### config.mk
export PLATFORM = sky130hd
export DESIGN_NAME = lsa_ctrl
export DESIGN_NICKNAME = d
export VERILOG_FILES = /design/src/rtl/lsa_pkg.sv /design/src/rtl/lsa_token_chain.sv /design/src/rtl/lsa_pos_counter.sv /design/src/rtl/lsa_phase_ctrl.sv /design/src/rtl/lsa_ctrl.sv
export SDC_FILE = /design/constraint.sdc
export NUM_CORES = 1
export LEC_CHECK = 0
export ABC_AREA = 1
export CAP_MARGIN = 15
export CORE_AREA = 3 3 114 116
export CTS_BUF_LIST = sky130_fd_sc_hd__clkbuf_4 sky130_fd_sc_hd__clkbuf_8 sky130_fd_sc_hd__clkbuf_16
export DETAILED_ROUTE_END_ITERATION = 10
export DIE_AREA = 0 0 117 119
export PLACE_DENSITY_LB_ADDON = 0.1
export SYNTH_ARGS = -nofsm -noshare
export SYNTH_HDL_FRONTEND = slang
export SYNTH_SLANG_ARGS = --single-unit
### constraint.sdc
create_clock -name clk -period 1.7 [get_ports clk]
set_input_delay 0.17 -clock clk [delete_from_list [all_inputs] [get_ports clk]]
set_output_delay 0.17 -clock clk [all_outputs]
set_load 0.1 [all_outputs]
### src/rtl/lsa_pkg.sv
package lsa_pkg;

  // Control flags that leave the phase controller together
  typedef struct packed {
    logic int_rst;
    logic integ;
    logic hold;
  } lsa_phase_t;

  localparam lsa_phase_t PHASE_RESET = '{int_rst: 1'b0, integ: 1'b0, hold: 1'b0};

endpackage

### src/rtl/lsa_token_chain.sv
module lsa_token_chain #(
  parameter int unsigned N_POS = 132
) (
  input  logic             clk,
  input  logic             rst_n,
  input  logic             launch,
  output logic [N_POS-1:0] token
);

  logic [N_POS-1:0] token_q;
  logic [N_POS-1:0] token_d;

  // Stage 0 loads on launch. Every later stage copies its neighbour,
  // unless a launch clears the chain for a restart.
  always_comb token_d[0] = launch;

  for (genvar g = 1; g < N_POS; g++) begin : g_stage
    always_comb token_d[g] = launch ? 1'b0 : token_q[g-1];
  end

  always_ff @(posedge clk or negedge rst_n) begin
    if (!rst_n) token_q <= '0;
    else        token_q <= token_d;
  end

  assign token = token_q;

endmodule

### src/rtl/lsa_pos_counter.sv
module lsa_pos_counter #(
  parameter int unsigned N_POS = 132,
  localparam int unsigned IDX_W = $clog2(N_POS)
) (
  input  logic             clk,
  input  logic             rst_n,
  input  logic             launch,
  input  logic             active,
  output logic [IDX_W-1:0] idx
);

  localparam logic [IDX_W-1:0] LAST = IDX_W'(N_POS - 1);

  logic [IDX_W-1:0] idx_q, idx_d;
  logic             idx_en;

  always_comb begin
    idx_en = launch | active;
    if (launch)             idx_d = '0;
    else if (idx_q == LAST) idx_d = '0;
    else                    idx_d = idx_q + 1'b1;
  end

  always_ff @(posedge clk or negedge rst_n) begin
    if (!rst_n)      idx_q <= '0;
    else if (idx_en) idx_q <= idx_d;
  end

  assign idx = idx_q;

endmodule

### src/rtl/lsa_phase_ctrl.sv
module lsa_phase_ctrl
  import lsa_pkg::*;
#(
  parameter int unsigned RST_CLKS = 18,
  localparam int unsigned RC_W = $clog2(RST_CLKS + 1)
) (
  input  logic       clk,
  input  logic       rst_n,
  input  logic       launch,
  input  logic       active,
  input  logic       last_pos,
  output lsa_phase_t phase,
  output logic       scan_ok,
  output logic       proto_err
);

  localparam logic [RC_W-1:0] RC_END = RC_W'(RST_CLKS - 1);

  lsa_phase_t      ph_q, ph_d;
  logic [RC_W-1:0] rc_q, rc_d;
  logic            init_q, init_d;
  logic            ok_q, ok_d;
  logic            err_q, err_d;

  always_comb begin
    ph_d   = ph_q;
    rc_d   = rc_q;
    init_d = init_q;
    ok_d   = ok_q;
    err_d  = 1'b0;
    if (launch) begin
      // New scan: freeze samples, reset integrators, restart the count
      ph_d.hold    = 1'b1;
      ph_d.int_rst = 1'b1;
      ph_d.integ   = 1'b0;
      rc_d         = '0;
      ok_d         = init_q;
      err_d        = active;
    end else begin
      if (ph_q.int_rst) begin
        if (rc_q == RC_END) begin
          ph_d.int_rst = 1'b0;
          ph_d.integ   = 1'b1;
        end else begin
          rc_d = rc_q + 1'b1;
        end
      end
      if (last_pos) begin
        // Re-initialisation clock: samplers track again, setup complete
        ph_d.hold = 1'b0;
        init_d    = 1'b1;
      end
    end
  end

  always_ff @(posedge clk or negedge rst_n) begin
    if (!rst_n) begin
      ph_q   <= PHASE_RESET;
      rc_q   <= '0;
      init_q <= 1'b0;
      ok_q   <= 1'b0;
      err_q  <= 1'b0;
    end else begin
      ph_q   <= ph_d;
      rc_q   <= rc_d;
      init_q <= init_d;
      ok_q   <= ok_d;
      err_q  <= err_d;
    end
  end

  assign phase     = ph_q;
  assign scan_ok   = ok_q;
  assign proto_err = err_q;

endmodule

### src/rtl/lsa_ctrl.sv
module lsa_ctrl
  import lsa_pkg::*;
#(
  parameter int unsigned N_LEAD   = 2,
  parameter int unsigned N_REAL   = 128,
  parameter int unsigned N_TAIL   = 2,
  parameter int unsigned RST_CLKS = 18,
  localparam int unsigned N_POS = N_LEAD + N_REAL + N_TAIL,
  localparam int unsigned IDX_W = $clog2(N_POS)
) (
  input  logic             clk,
  input  logic             rst_n,
  input  logic             start_i,
  output logic [N_POS-1:0] sel_o,
  output logic [IDX_W-1:0] pix_idx_o,
  output logic             pix_real_o,
  output logic             out_en_o,
  output logic             sh_hold_o,
  output logic             int_rst_o,
  output logic             integ_o,
  output logic             scan_valid_o,
  output logic             proto_err_o
);

  localparam logic [IDX_W-1:0] REAL_LO = IDX_W'(N_LEAD);
  localparam logic [IDX_W-1:0] REAL_HI = IDX_W'(N_LEAD + N_REAL - 1);

  logic [N_POS-1:0] token;
  logic [IDX_W-1:0] idx;
  logic             active;
  lsa_phase_t       phase;
  logic             scan_ok;
  logic             err;

  lsa_token_chain #(.N_POS(N_POS)) u_chain (
    .clk    (clk),
    .rst_n  (rst_n),
    .launch (start_i),
    .token  (token)
  );

  assign active = |token;

  lsa_pos_counter #(.N_POS(N_POS)) u_pos (
    .clk    (clk),
    .rst_n  (rst_n),
    .launch (start_i),
    .active (active),
    .idx    (idx)
  );

  lsa_phase_ctrl #(.RST_CLKS(RST_CLKS)) u_phase (
    .clk       (clk),
    .rst_n     (rst_n),
    .launch    (start_i),
    .active    (active),
    .last_pos  (token[N_POS-1]),
    .phase     (phase),
    .scan_ok   (scan_ok),
    .proto_err (err)
  );

  assign sel_o        = token;
  assign pix_idx_o    = idx;
  assign pix_real_o   = active && (idx >= REAL_LO) && (idx <= REAL_HI);
  assign out_en_o     = active;
  assign sh_hold_o    = phase.hold;
  assign int_rst_o    = phase.int_rst;
  assign integ_o      = phase.integ;
  assign scan_valid_o = scan_ok & active;
  assign proto_err_o  = err;

endmodule

==> reports/summary.txt <==
Antenna Violating Nets Remaining: 0
Relative contribution of sequential cells to total power: 42.7%
CTS tree: done
Yosys Warn Count: 0
Area of the die: 0.01392 mm^2
Library cell used as clock root buffer: clkbuf_16
Horizontal die dimension: 117 um
Effective utilization at floorplan: 49.26%
Highest clock rate: 0.3502 GHz
Number of global-route vias before repair: 6,867
Failing checks: negative setup slack
Static power due to leakage: 5.270 nW
Syn Std Cell Area: 0.005917 mm^2
Site row count: 40
Post-DR vias/cell: 6.249
Final core occ: 97.25%
Overall die height: 119 um
Master of the slowest instance on the critical path: dfrtp_4
Met2 routing resource usage after global routing: 73.65%
Cell Int Power: 6.330 mW
Final weighted congestion of routability-driven global placement: 0.8883
Average footprint of a synthesized cell: 8.884 um^2
DR vias: 6,936
Total of fill cells in the finished design: 190
Arrival time at the worst endpoint: 2.69 ns
Power density of the placed cells: 732.7 mW/mm^2
Number of antenna violations at the first check in global routing: 1
Category of the worst setup path capture point: output pin
Biggest cell delay along the critical path: 0.49 ns
Crit path cell chain: nor2_1 > nand2_1 > nor2_4 > inv_2 > nor2_2 > nand3_2 > nor2_4 > buf_6 > a21oi_4 > buf_12
Detailed placement HPWL: 13.51 mm
Transition time at the pin with the least slew margin: 0.5456 ns
Initial DRC Count: 1,070
Area of combinational cells with multiple inputs: 0.002011 mm^2
Post-route clock skew: 0.01890 ns
Worst Slack Setup Final: -1.155 ns
Synth-to-Final Area Change: 97.42%
Number of standard cells in the final layout excluding fillers: 1,110
DRC violation count after routing: 0
Number of buffers inserted by port buffering: 149
Critical-path maximum fanout: 3
Clock group share of total power: 49.7%
Wirelength per Cell: 31.95 um
Maximum root-to-sink buffer count: 2
Total congestion overflow: 0
Net Count, Synth: 675
Async set or reset register ratio after synthesis: 100.0%
Most instantiated flip-flop cell in the synthesis netlist: dfrtp_1
Footprint of the flip-flops and latches: 0.004278 mm^2
Run status: finished, violations left
Final number of setup-violating endpoints: 13
Diodes inserted: 0
Core area: 0.01201 mm^2
Net Sw Power: 2.229 mW
Num Clock Sinks: 151
Post-synthesis sequential element count: 151
Final critical-path share of the clock period: 168.0%
Placed insts: 1,060
Post-Syn Instances: 666
Clock insertion delay at the later pin of the skew report: 0.46 ns
Worst slew margin relative to its limit: 63.49%
Most frequent cell on the critical path: nor2_4
H-tree depth reported by CTS: 4
Clock transition at the register clock pins on the worst setup and hold paths after CTS: 0.07 ns
Number of endpoints with negative hold slack in the final report: 0
Tot GR Track Use: 41.88%
Final #Nets: 959
Setup tns final: -10.72 ns
Part of the total power dissipated in combinational logic: 7.6%
Count of distinct cell types in the synthesized netlist: 26
First-pass GRT wire length: 42.03 mm
Required time reported for the critical path endpoint: 1.53 ns
Largest net degree at the start of global routing: 91
Post-layout minimum cycle time: 2.855 ns
Number of iterations in the first detailed-routing pass: 8
Count of pins on the block boundary: 150
Final routed wirelength across all metal layers: 35.46 mm
Share of the synthesized area in the top cell type: 63.86%
Clock buffer count from CTS: 17
Most Used Layer, Global Route: met2
EDFF count, synth: 0
Worst Path Class, Setup: reg2out
Fraction of met3 tracks used by global routing: 10.52%
Count of max-cap constraint violations: 0
CP Launch Type: flop
Dominant cells by area after synthesis: dfrtp_1 (64%), nor2_1 (14%), inv_1 (9.2%)
Seq/Total Area, Yosys: 63.86%
Maximum ir drop on the vdd rail: 0.0008721 V
Post-synth top area cell: dfrtp_1
Fraction of met1 tracks used by global routing: 42.95%
Sw Ratio: 26.05%
Class of the tightest hold or removal check: in2reg
Pins Over Slew Limit: 0
Ratio of cells with drive above 1 in the final layout: 59.19%
Total power: 8.559 mW
Setup repair after global routing missed its margin: true
## placed cells by master, fill, tap and decap left out, drive strengths merged
master	count
clkinv	5
o31ai	1
o22ai	1
nand3b	2
a22oi	1
nand2	58
nand4	8
buf	282
inv	147
ha	6
xor2	5
o21ai	4
a21oi	5
bufinv	3
nor3	3
dlygate4sd3	1
xnor2	1
nor2	230
nand3	23
mux2i	1
dfrtp	151
clkinvlp	1
clkbuf	24
## worst paths after layout
kind                               startpoint                 to  slack (ns)  cells past startpoint
max in group asynchronous               rst_n  u_chain.token[78]        0.69                      3
max                        u_chain.token[115]         pix_real_o       -1.16                     10
min                                   start_i       u_pos.idx[5]        0.12                      4
min reg2reg                  u_phase.phase[1]   u_phase.phase[1]        0.56                      2
min in group asynchronous               rst_n   u_phase.phase[0]        0.22                      2
max reg2reg                 u_chain.token[17]       u_pos.idx[0]       -0.92                     10
## final cells by class
type	instances	area share, %
Inverter	148	4.799
Sequential cell	151	36.62
Multi-Input combinational cell	349	17.21
Tap cell	147	1.575
Timing Repair Buffer	283	34.43
Clock inverter	8	1.007
Clock buffer	24	4.359
## per-stage QoR
stage	setup WS (ns)	hold WS [ns]	instance area (um^2)
6_report	-1.155	0.1213	11680
5_1_grt	-1.279	0.1473	11680
4_1_cts	-0.6295	0.05981	11280
3_5_place_dp	-0.1525	0.1217	10400
3_3_place_gp	-0.1048	0.1136	10400
2_1_floorplan	-0.1527	-0.1256	6470
## cells in the mapped netlist (2+ instances only)
| library cell | number |
|---|---|
| nor2_1 | 226 |
| dfrtp_1 | 151 |
| inv_1 | 145 |
| nand2_1 | 58 |
| nand3_1 | 22 |
| clkbuf_1 | 15 |
| nand4_1 | 8 |
| ha_1 | 6 |
| a21oi_1 | 5 |
| xor2_1 | 5 |
| nor2_2 | 4 |
| o21ai_0 | 3 |
| buf_4 | 2 |
| inv_2 | 2 |
| nand3b_1 | 2 |
| nor3_1 | 2 |
## power groups by stage
stage / combinational, mW / clock (mW) / sequential [mW]
after global placement: 0.545 / 0 / 3.73
after global routing: 0.674 / 4.34 / 3.66
final: 0.649 / 4.25 / 3.66
after CTS: 0.585 / 4.07 / 3.65
after floorplan: 0.216 / 0 / 3.82
after detailed placement: 0.562 / 0 / 3.73
## kinds of logic (layout without fill, tap and decap cells)
family | after synthesis | after routing | share of synthesized area [%]
buf+inv | 166 | 463 | 10.78
mux | 1 | 1 | 0.1692
fa+ha+maj | 6 | 6 | 1.269
compound gates | 12 | 12 | 1.121
xor+xnor | 6 | 6 | 0.8881
flops | 151 | 151 | 63.86
simple gates | 324 | 324 | 21.91
## metal layers
| layer | routed length, um | part of all wire [%] | vias to the layer above |
|---|---|---|---|
| met3 | 4310 | 12 | 303 |
| met4 | 3952 | 11 | 2 |
| met1 | 10630 | 30 | 3361 |
| li1 | - | - | 2487 |
| met2 | 16560 | 47 | 783 |
| met5 | 7 | 0.020 | - |
## sequential cells by signal, indices dropped and copies added (netlist names)
signal / flops
u_phase.scan_ok: 1
u_phase.proto_err: 1
u_chain.token: 132
u_pos.idx: 8
u_phase.rc_q: 5
u_phase.phase: 3
u_phase.init_q: 1
## critical path, delay by kind of cell, from the launching register on
kind	cells	cell delay (ns)
buffers and inverters	3	0.42
flip-flops	1	0.49
AO/OA/AOI/OAI	1	0.05
AND/OR/NAND/NOR	6	1.27
## repair_timing
item	CTS	global route
pin swaps	28	33
resized for setup	49	90
cloned	0	0
hold buffers	1	0
endpoints found under the setup margin	12	12
buffers inserted	9	8
endpoints found under the hold margin	40	0
Note: power is estimated with default switching activity, not from simulation.
